## src/rtl/pfdl_pkg.sv

```systemverilog
package pfdl_pkg;

  // Pending-edge state of the three-state detector (active high internally)
  typedef struct packed {
    logic up;
    logic dn;
  } pfd_state_t;

  localparam pfd_state_t PFD_IDLE = '{up: 1'b0, dn: 1'b0};

endpackage

```

## src/rtl/pfdl_ref_divider.sv

```systemverilog
module pfdl_ref_divider #(
  parameter int unsigned RW = 6
) (
  input  logic          clk,
  input  logic          rst_n,
  input  logic [RW-1:0] ratio,
  input  logic          ref_in,
  output logic          div_pulse
);

  localparam logic [RW-1:0] CNT_ONE = RW'(1);

  logic          ref_q;
  logic          ref_rise;
  logic [RW-1:0] cnt_q, cnt_d;
  logic          div_d, div_q;

  // Next state: count reference rising edges, fire when the count reaches ratio
  always_comb begin
    ref_rise = ref_in & ~ref_q;
    cnt_d    = cnt_q;
    div_d    = 1'b0;
    if (ref_rise) begin
      if (cnt_q >= ratio) begin
        cnt_d = '0;
        div_d = 1'b1;
      end else begin
        cnt_d = cnt_q + CNT_ONE;
      end
    end
  end

  always_ff @(posedge clk or negedge rst_n) begin
    if (!rst_n) begin
      ref_q <= 1'b0;
      cnt_q <= '0;
      div_q <= 1'b0;
    end else begin
      ref_q <= ref_in;
      cnt_q <= cnt_d;
      div_q <= div_d;
    end
  end

  assign div_pulse = div_q;

endmodule

```

## src/rtl/pfdl_pfd_core.sv

```systemverilog
module pfdl_pfd_core
  import pfdl_pkg::*;
(
  input  logic clk,
  input  logic rst_n,
  input  logic ref_ev,    // one-cycle event, already one register behind its edge
  input  logic fb_in,
  output logic up_n,
  output logic dn_n,
  output logic cmp_done   // cycle in which the later of the two edges resolves
);

  logic       fb_q;
  logic       fb_rise;
  logic       fb_ev_q;    // balances the register stage of the reference path
  pfd_state_t st_q, st_d;

  always_comb begin
    fb_rise  = fb_in & ~fb_q;
    st_d.up  = st_q.up | ref_ev;
    st_d.dn  = st_q.dn | fb_ev_q;
    cmp_done = 1'b0;
    if (st_d.up && st_d.dn) begin
      st_d     = PFD_IDLE;
      cmp_done = 1'b1;
    end
  end

  always_ff @(posedge clk or negedge rst_n) begin
    if (!rst_n) begin
      fb_q    <= 1'b0;
      fb_ev_q <= 1'b0;
      st_q    <= PFD_IDLE;
    end else begin
      fb_q    <= fb_in;
      fb_ev_q <= fb_rise;
      st_q    <= st_d;
    end
  end

  assign up_n = ~st_q.up;
  assign dn_n = ~st_q.dn;

endmodule

```

## src/rtl/pfdl_lock_filter.sv

```systemverilog
module pfdl_lock_filter #(
  parameter int unsigned MAX_PULSE    = 4,
  parameter int unsigned LOCK_PERIODS = 16
) (
  input  logic clk,
  input  logic rst_n,
  input  logic up_n,
  input  logic dn_n,
  input  logic cmp_done,
  output logic lock
);

  localparam int unsigned RUNW = $clog2(MAX_PULSE + 2);
  localparam int unsigned CNTW = $clog2(LOCK_PERIODS + 1);
  localparam logic [RUNW-1:0] RUN_LIM = RUNW'(MAX_PULSE);
  localparam logic [RUNW-1:0] RUN_ONE = RUNW'(1);
  localparam logic [CNTW-1:0] CNT_TOP = CNTW'(LOCK_PERIODS);
  localparam logic [CNTW-1:0] CNT_ONE = CNTW'(1);

  logic            filt_node;   // NAND of the two active-low pulses
  logic            over;
  logic [RUNW-1:0] run_q, run_d;
  logic [CNTW-1:0] good_q, good_d;
  logic            lock_q, lock_d;

  always_comb begin
    filt_node = ~(up_n & dn_n);
    over      = filt_node && (run_q >= RUN_LIM);

    // Active-run length, saturating one past the limit
    if (!filt_node)          run_d = '0;
    else if (run_q > RUN_LIM) run_d = run_q;
    else                     run_d = run_q + RUN_ONE;

    good_d = good_q;
    if (over) begin
      good_d = '0;
    end else if (cmp_done && (good_q != CNT_TOP)) begin
      good_d = good_q + CNT_ONE;
    end
    lock_d = (good_d == CNT_TOP);
  end

  always_ff @(posedge clk or negedge rst_n) begin
    if (!rst_n) begin
      run_q  <= '0;
      good_q <= '0;
      lock_q <= 1'b0;
    end else begin
      run_q  <= run_d;
      good_q <= good_d;
      lock_q <= lock_d;
    end
  end

  assign lock = lock_q;

endmodule

```

## src/rtl/pfd_lock_top.sv

```systemverilog
module pfd_lock_top #(
  parameter int unsigned RW           = 6,
  parameter int unsigned MAX_PULSE    = 4,
  parameter int unsigned LOCK_PERIODS = 16
) (
  input  logic          clk,
  input  logic          rst_n,
  input  logic [RW-1:0] div_ratio,
  input  logic          ref_in,
  input  logic          fb_in,
  output logic          ref_div,
  output logic          up_n,
  output logic          dn_n,
  output logic          lock
);

  logic [1:0] rst_sync_q;
  logic       rst_sync_n;
  logic       cmp_done;

  // Asynchronous assertion, clocked release
  always_ff @(posedge clk or negedge rst_n) begin
    if (!rst_n) rst_sync_q <= 2'b00;
    else        rst_sync_q <= {rst_sync_q[0], 1'b1};
  end
  assign rst_sync_n = rst_sync_q[1];

  pfdl_ref_divider #(.RW(RW)) u_div (
    .clk       (clk),
    .rst_n     (rst_sync_n),
    .ratio     (div_ratio),
    .ref_in    (ref_in),
    .div_pulse (ref_div)
  );

  pfdl_pfd_core u_pfd (
    .clk      (clk),
    .rst_n    (rst_sync_n),
    .ref_ev   (ref_div),
    .fb_in    (fb_in),
    .up_n     (up_n),
    .dn_n     (dn_n),
    .cmp_done (cmp_done)
  );

  pfdl_lock_filter #(
    .MAX_PULSE    (MAX_PULSE),
    .LOCK_PERIODS (LOCK_PERIODS)
  ) u_lock (
    .clk      (clk),
    .rst_n    (rst_sync_n),
    .up_n     (up_n),
    .dn_n     (dn_n),
    .cmp_done (cmp_done),
    .lock     (lock)
  );

endmodule

```

## config.mk

```make
export PLATFORM = sky130hd
export DESIGN_NAME = pfd_lock_top
export DESIGN_NICKNAME = d
export VERILOG_FILES = /design/src/rtl/pfdl_pkg.sv /design/src/rtl/pfdl_ref_divider.sv /design/src/rtl/pfdl_pfd_core.sv /design/src/rtl/pfdl_lock_filter.sv /design/src/rtl/pfd_lock_top.sv
export SDC_FILE = /design/constraint.sdc
export NUM_CORES = 1
export LEC_CHECK = 0
export BUFFER_PORTS_ARGS = -buffer_cell sky130_fd_sc_hd__buf_2
export CAP_MARGIN = 5
export CORE_MARGIN = 2
export CORE_UTILIZATION = 50
export DETAILED_ROUTE_END_ITERATION = 12
export PLACE_DENSITY = 0.7
export SLEW_MARGIN = 30
export SYNTH_ARGS = -nofsm -noshare
export SYNTH_HDL_FRONTEND = slang
export SYNTH_SLANG_ARGS = --single-unit
```

## constraint.sdc

```tcl
create_clock -name clk -period 0.9 [get_ports clk]
set_input_delay 0.27 -clock clk [delete_from_list [all_inputs] [get_ports clk]]
set_output_delay 0.27 -clock clk [all_outputs]
set_load 0.02 [all_outputs]
```

Word level (Yosys, flattened, before mapping)
Cells that the tools add are included.

Input port bits: 10. Flip-flop bits (word level): 23. Word-level logic and storage cells: 42.

Muxes and demuxes: 9. Reductions and logical operators: 3. Eq/ne operators: 3. Add/sub/neg operators: 3. Order comparisons: 3. Bitwise operators: 10.

Operator list (count): 5-bit two-way mux (2); 6-bit by 1-bit adder with 6-bit output, second input constant (1); 6-bit >= comparator (1); 3-bit two-way mux (2); 6-bit two-way mux (1); 5-bit by 1-bit adder with 5-bit output, second input constant (1); 5-bit == test, second input constant (1); 5-bit != test, second input constant (1); 1-bit inverter (5); 3-bit by 1-bit adder with 3-bit output, second input constant (1); 1-bit bitwise AND (3); 3-bit >= comparator, second input constant (1); 3-bit greater-than comparator, second input constant (1); 1-bit logical AND (3); 1-bit two-way mux (3); 2-bit two-way mux (1); 2-bit by 1-bit != test with 1-bit output, second input constant (1); 1-bit OR (2).

Depth between registers and ports, before layout
Word-level depth: 7. Gate-level depth with buffers: 6. Gate-level depth less buffers: 6.

Hierarchy
Synthesis repeated with hierarchy kept, for this count alone.

Cell total of the unflattened synthesis: 123. Area, all modules: 1287.5 um2.

By module, submodules not included: pfdl_ref_divider (area each 558.0 um2, instances 1, seq. area each 200.2 um2, cells an instance 53); pfdl_lock_filter (area each 540.5 um2, instances 1, seq. area each 225.2 um2, cells an instance 55); pfdl_pfd_core (area each 135.1 um2, instances 1, seq. area each 100.1 um2, cells an instance 12); pfd_lock_top (area each 53.8 um2, instances 1, seq. area each 50.0 um2, cells an instance 3).

Worst setup path before layout
OpenSTA, ideal clock, no wires.

Kind: flip-flop to flip-flop. Start: reg u_div.cnt_q[2]. End: reg u_div.cnt_q[2]. Path buffers: 0. Data required time: 796 ps. Period minus slack after synthesis: 1546 ps. Data arrival time: 1442 ps. Cell stages (with the launch flop): 6. Slack: -646 ps. Library setup time: 104 ps. Path through: dfrtp_1 -> ha_1 -> a21o_1 -> a31oi_1 -> o21ai_1 -> o311ai_1.

Cells in the longest elaborated chain, start to end: 2. Elaborated cells on any way between the ends: 3. Classes of those cells: add/sub (1); order compare (1); mux (1).

RTL lines: start: declaration (RTL line pfdl_ref_divider.sv:15) `logic [RW-1:0] cnt_q, cnt_d;`; start signal: assignment (RTL line pfdl_ref_divider.sv:40) `cnt_q <= cnt_d;`; 6-bit by 1-bit adder with 6-bit output / 6-bit >= comparator (equally long branches) (RTL line pfdl_ref_divider.sv:28, pfdl_ref_divider.sv:24); 6-bit two-way mux * (RTL line pfdl_ref_divider.sv:24) `if (cnt_q >= ratio) begin`.

Every way passes the cells marked *; elsewhere a longest branch is shown, timed or not. A chain may end at the register's enable or synchronous reset.

Worst setup path after layout
Same ends and word-level chain as after synthesis.

==> out/qor.yml <==
outcome:
  status: "finished with violations"
  violations: "setup timing"
synthesis:
  synth_edf_count: 0
  synth_cell_type_count: 32
  synthFlopType: "dfrtp_1"
  ys_warn_count: 0
  syn_area_um2: 1250
  yosysSeqAreaShare: 0.461
  syn_nets: 147
  synth_area_leaders: "dfrtp_1 (46%), ha_1 (11%), inv_1 (4.5%), nand2_1 (3.3%), nor2_1 (3.3%)"
  ys_seq_elements: 23
  avgSynthCellArea_um2: 9.91
  synth_cells: 126
  synth_top_area_share: 0.461
  yosysTopAreaCell: "dfrtp_1"
  async_flop_share: 1.00
cells_and_area:
  area_growth_pct: 56.7
  mostFrequentLayoutCells: "buf_4 (27), dfrtp_1 (20), buf_6 (13), nand2_1 (11), inv_1 (10)"
  layout_commonest_cell: "buf_4"
  finish.utilization: 0.812
  fin_nets: 202
  antenna_cells: 0
  final_layout_size_suffix_gt1_frac: 0.506
run:
  cap_violations: 0
routing:
  wl_mm: 3.08
  drtAntennaViolNets: 0
  vias_per_cell: 5.27
  vias: 1106
  drc: 0
  first_pass_iters: 4
  post_drt_wl_per_cell_um: 14.7
  dr.first_iter.drc_count: 18
worst_setup_path:
  end_kind: "register"
  startpoint_type: "register"
  worstPathArrival_ps: 1780
  path_max_fanout: 2
  r2r-start: "u_div.cnt_q[2]"
  reg2reg_depth: 6
  worst-endpoint-required_ps: 1090
  startpoint: "u_div.cnt_q[2]"
  worstSetupPathType: "reg -> reg"
  rrSetupSlack_ps: -690
  r2r_end: "u_div.cnt_q[2]"
timing:
  setup_viol: 22
  min_period_ps: 1590
  clock-skew-final_ps: 3.34
  max_freq_mhz: 629
  setup_slack_ps: -690
  rsz0062_at_grt: "true"
  maxSlewViolCount: 0
  fin_crit_sh: 1.77
  hold_viol: 0
clock_network:
  cts_buffer_depth: 2
  clk_pin_slew_ps: 130
  htree_levels: 1
  insertion_delay_ps: 310
  cts_tree: "built"
  ctsRootBufferMaster: "clkbuf_4"
  cts_buffers: 3
  cts.sinks: 23
power:
  leakage_uw: 0.000905
  ir_drop_mv: 2.06
  p_per_area_nw_per_um2: 2870
floorplan:
  core_um2: 2410
  die_h_um: 54.0
  dieArea_um2: 2910
  ioPinCount: 14
  rows: 18
  initial_core_util: 0.518
  dieWidth_um: 54.0
hold_path:
  min_to: "u_div.ref_q"
  min_path_type: "in -> reg"
  min_path_cells: 1
  min-delay-start: "ref_in"
grt:
  grt_antenna_before_repair: 0
  grt_pass1_vias: 1090
  grt_pass1_wl_mm: 4.85
  grt_usage: 0.239
  grt_start_max_net_pins: 18
  grt_overflow: 0
placed_design:
  pre_cts_slack_ps: -658
  dpl.hpwl_mm: 2.10
  gp_congestion: 0.760
  io_buffers: 13
## registers in the layout, indices dropped and copies added (netlist names)
name	flops
u_div.ref_q	1
u_pfd.fb_q	1
u_lock.run_q	3
u_lock.lock	1
u_div.cnt_q	6
u_pfd.st_q	2
u_lock.good_q	5
rst_sync_q	2
u_div.div_pulse	1
u_pfd.fb_ev_q	1
## cell type report
type / count / area, µm²
fill: 150 / 453
timing repair buffer: 51 / 424
clock inverter: 1 / 5.00
tap: 30 / 37.5
sequential: 23 / 579
inverter: 15 / 56.3
clock buffer: 3 / 22.5
multi-input combinational: 87 / 832
## critical path, cell delays in order, from the launching register on
cell and delay [ps]:
dfrtp_1 430, ha_4 280, buf_4 120, a31oi_4 100, buf_6 130, o211ai_1 260
o311ai_4 140
## how the worst max path moves through the flow
stage                           to  slack, ps  depth (start not counted)
floorplan           u_div.cnt_q[2]       -520                          5
global placement    u_div.cnt_q[2]       -580                          7
detailed placement  u_div.cnt_q[2]       -660                          6
CTS                 u_div.cnt_q[2]       -630                          7
global route        u_div.cnt_q[2]       -770                          6
finish              u_div.cnt_q[2]       -690                          6
## cells by family after synthesis
| group | Yosys count | share of synthesized area |
|---|---|---|
| and+or+nand+nor | 41 | 0.176 |
| AOI/OAI and AO/OA | 29 | 0.164 |
| DFF | 23 | 0.461 |
| buffers and inverters | 16 | 0.0481 |
| adders and majority gates | 11 | 0.110 |
| xor gates and xnor gates | 3 | 0.0210 |
| muxes | 2 | 0.0160 |
| other | 1 | 0.00300 |
## synthesized netlist by cell type (all sizes together) (3+ instances only)
library cell,number
dfrtp,23
inv,15
ha,11
nand2,11
nor2,11
o21ai,6
a21oi,5
nand2b,4
nand3,4
nor3,4
o211ai,4
a31oi,3
nor2b,3
xnor2,3
## routing by layer
metal	vias up	wire length, µm	GRT usage
met5	-	0	0
met4	0	84	0.0708
met3	10	103	0.0583
met2	25	1670	0.447
met1	526	1220	0.265
li1	545	-	-
## repair_timing
| action | CTS | global route |
|---|---|---|
| endpoints found under the hold margin | 2 | 0 |
| pin swaps | 15 | 16 |
| setup endpoints to repair | 20 | 22 |
| hold buffers | 1 | 0 |
| gates resized for setup | 35 | 17 |
| setup buffers | 5 | 5 |
## stage by stage
step	std cells	hold WS, ps	cell area, µm²	setup TNS, ps	power [µW]
after floorplan	126	-25.6	1310	-5410	3000
after global placement	196	54.0	1630	-6590	3930
after detailed placement	196	57.9	1630	-7430	4110
after CTS	206	54.3	1860	-8630	5230
after global routing	210	43.4	1960	-10190	6020
final	210	62.0	1960	-8820	5610
## power breakdown
| group | internal (µW) | switching (µW) | leakage, µW |
|---|---|---|---|
| Sequential | 1340 | 332 | 0.000283 |
| Clock | 166 | 322 | 0.0000177 |
| Combinational | 1890 | 1550 | 0.000605 |
| Total | 3400 | 2210 | 0.000905 |
No activity file was read; power rests on OpenSTA's default activity.
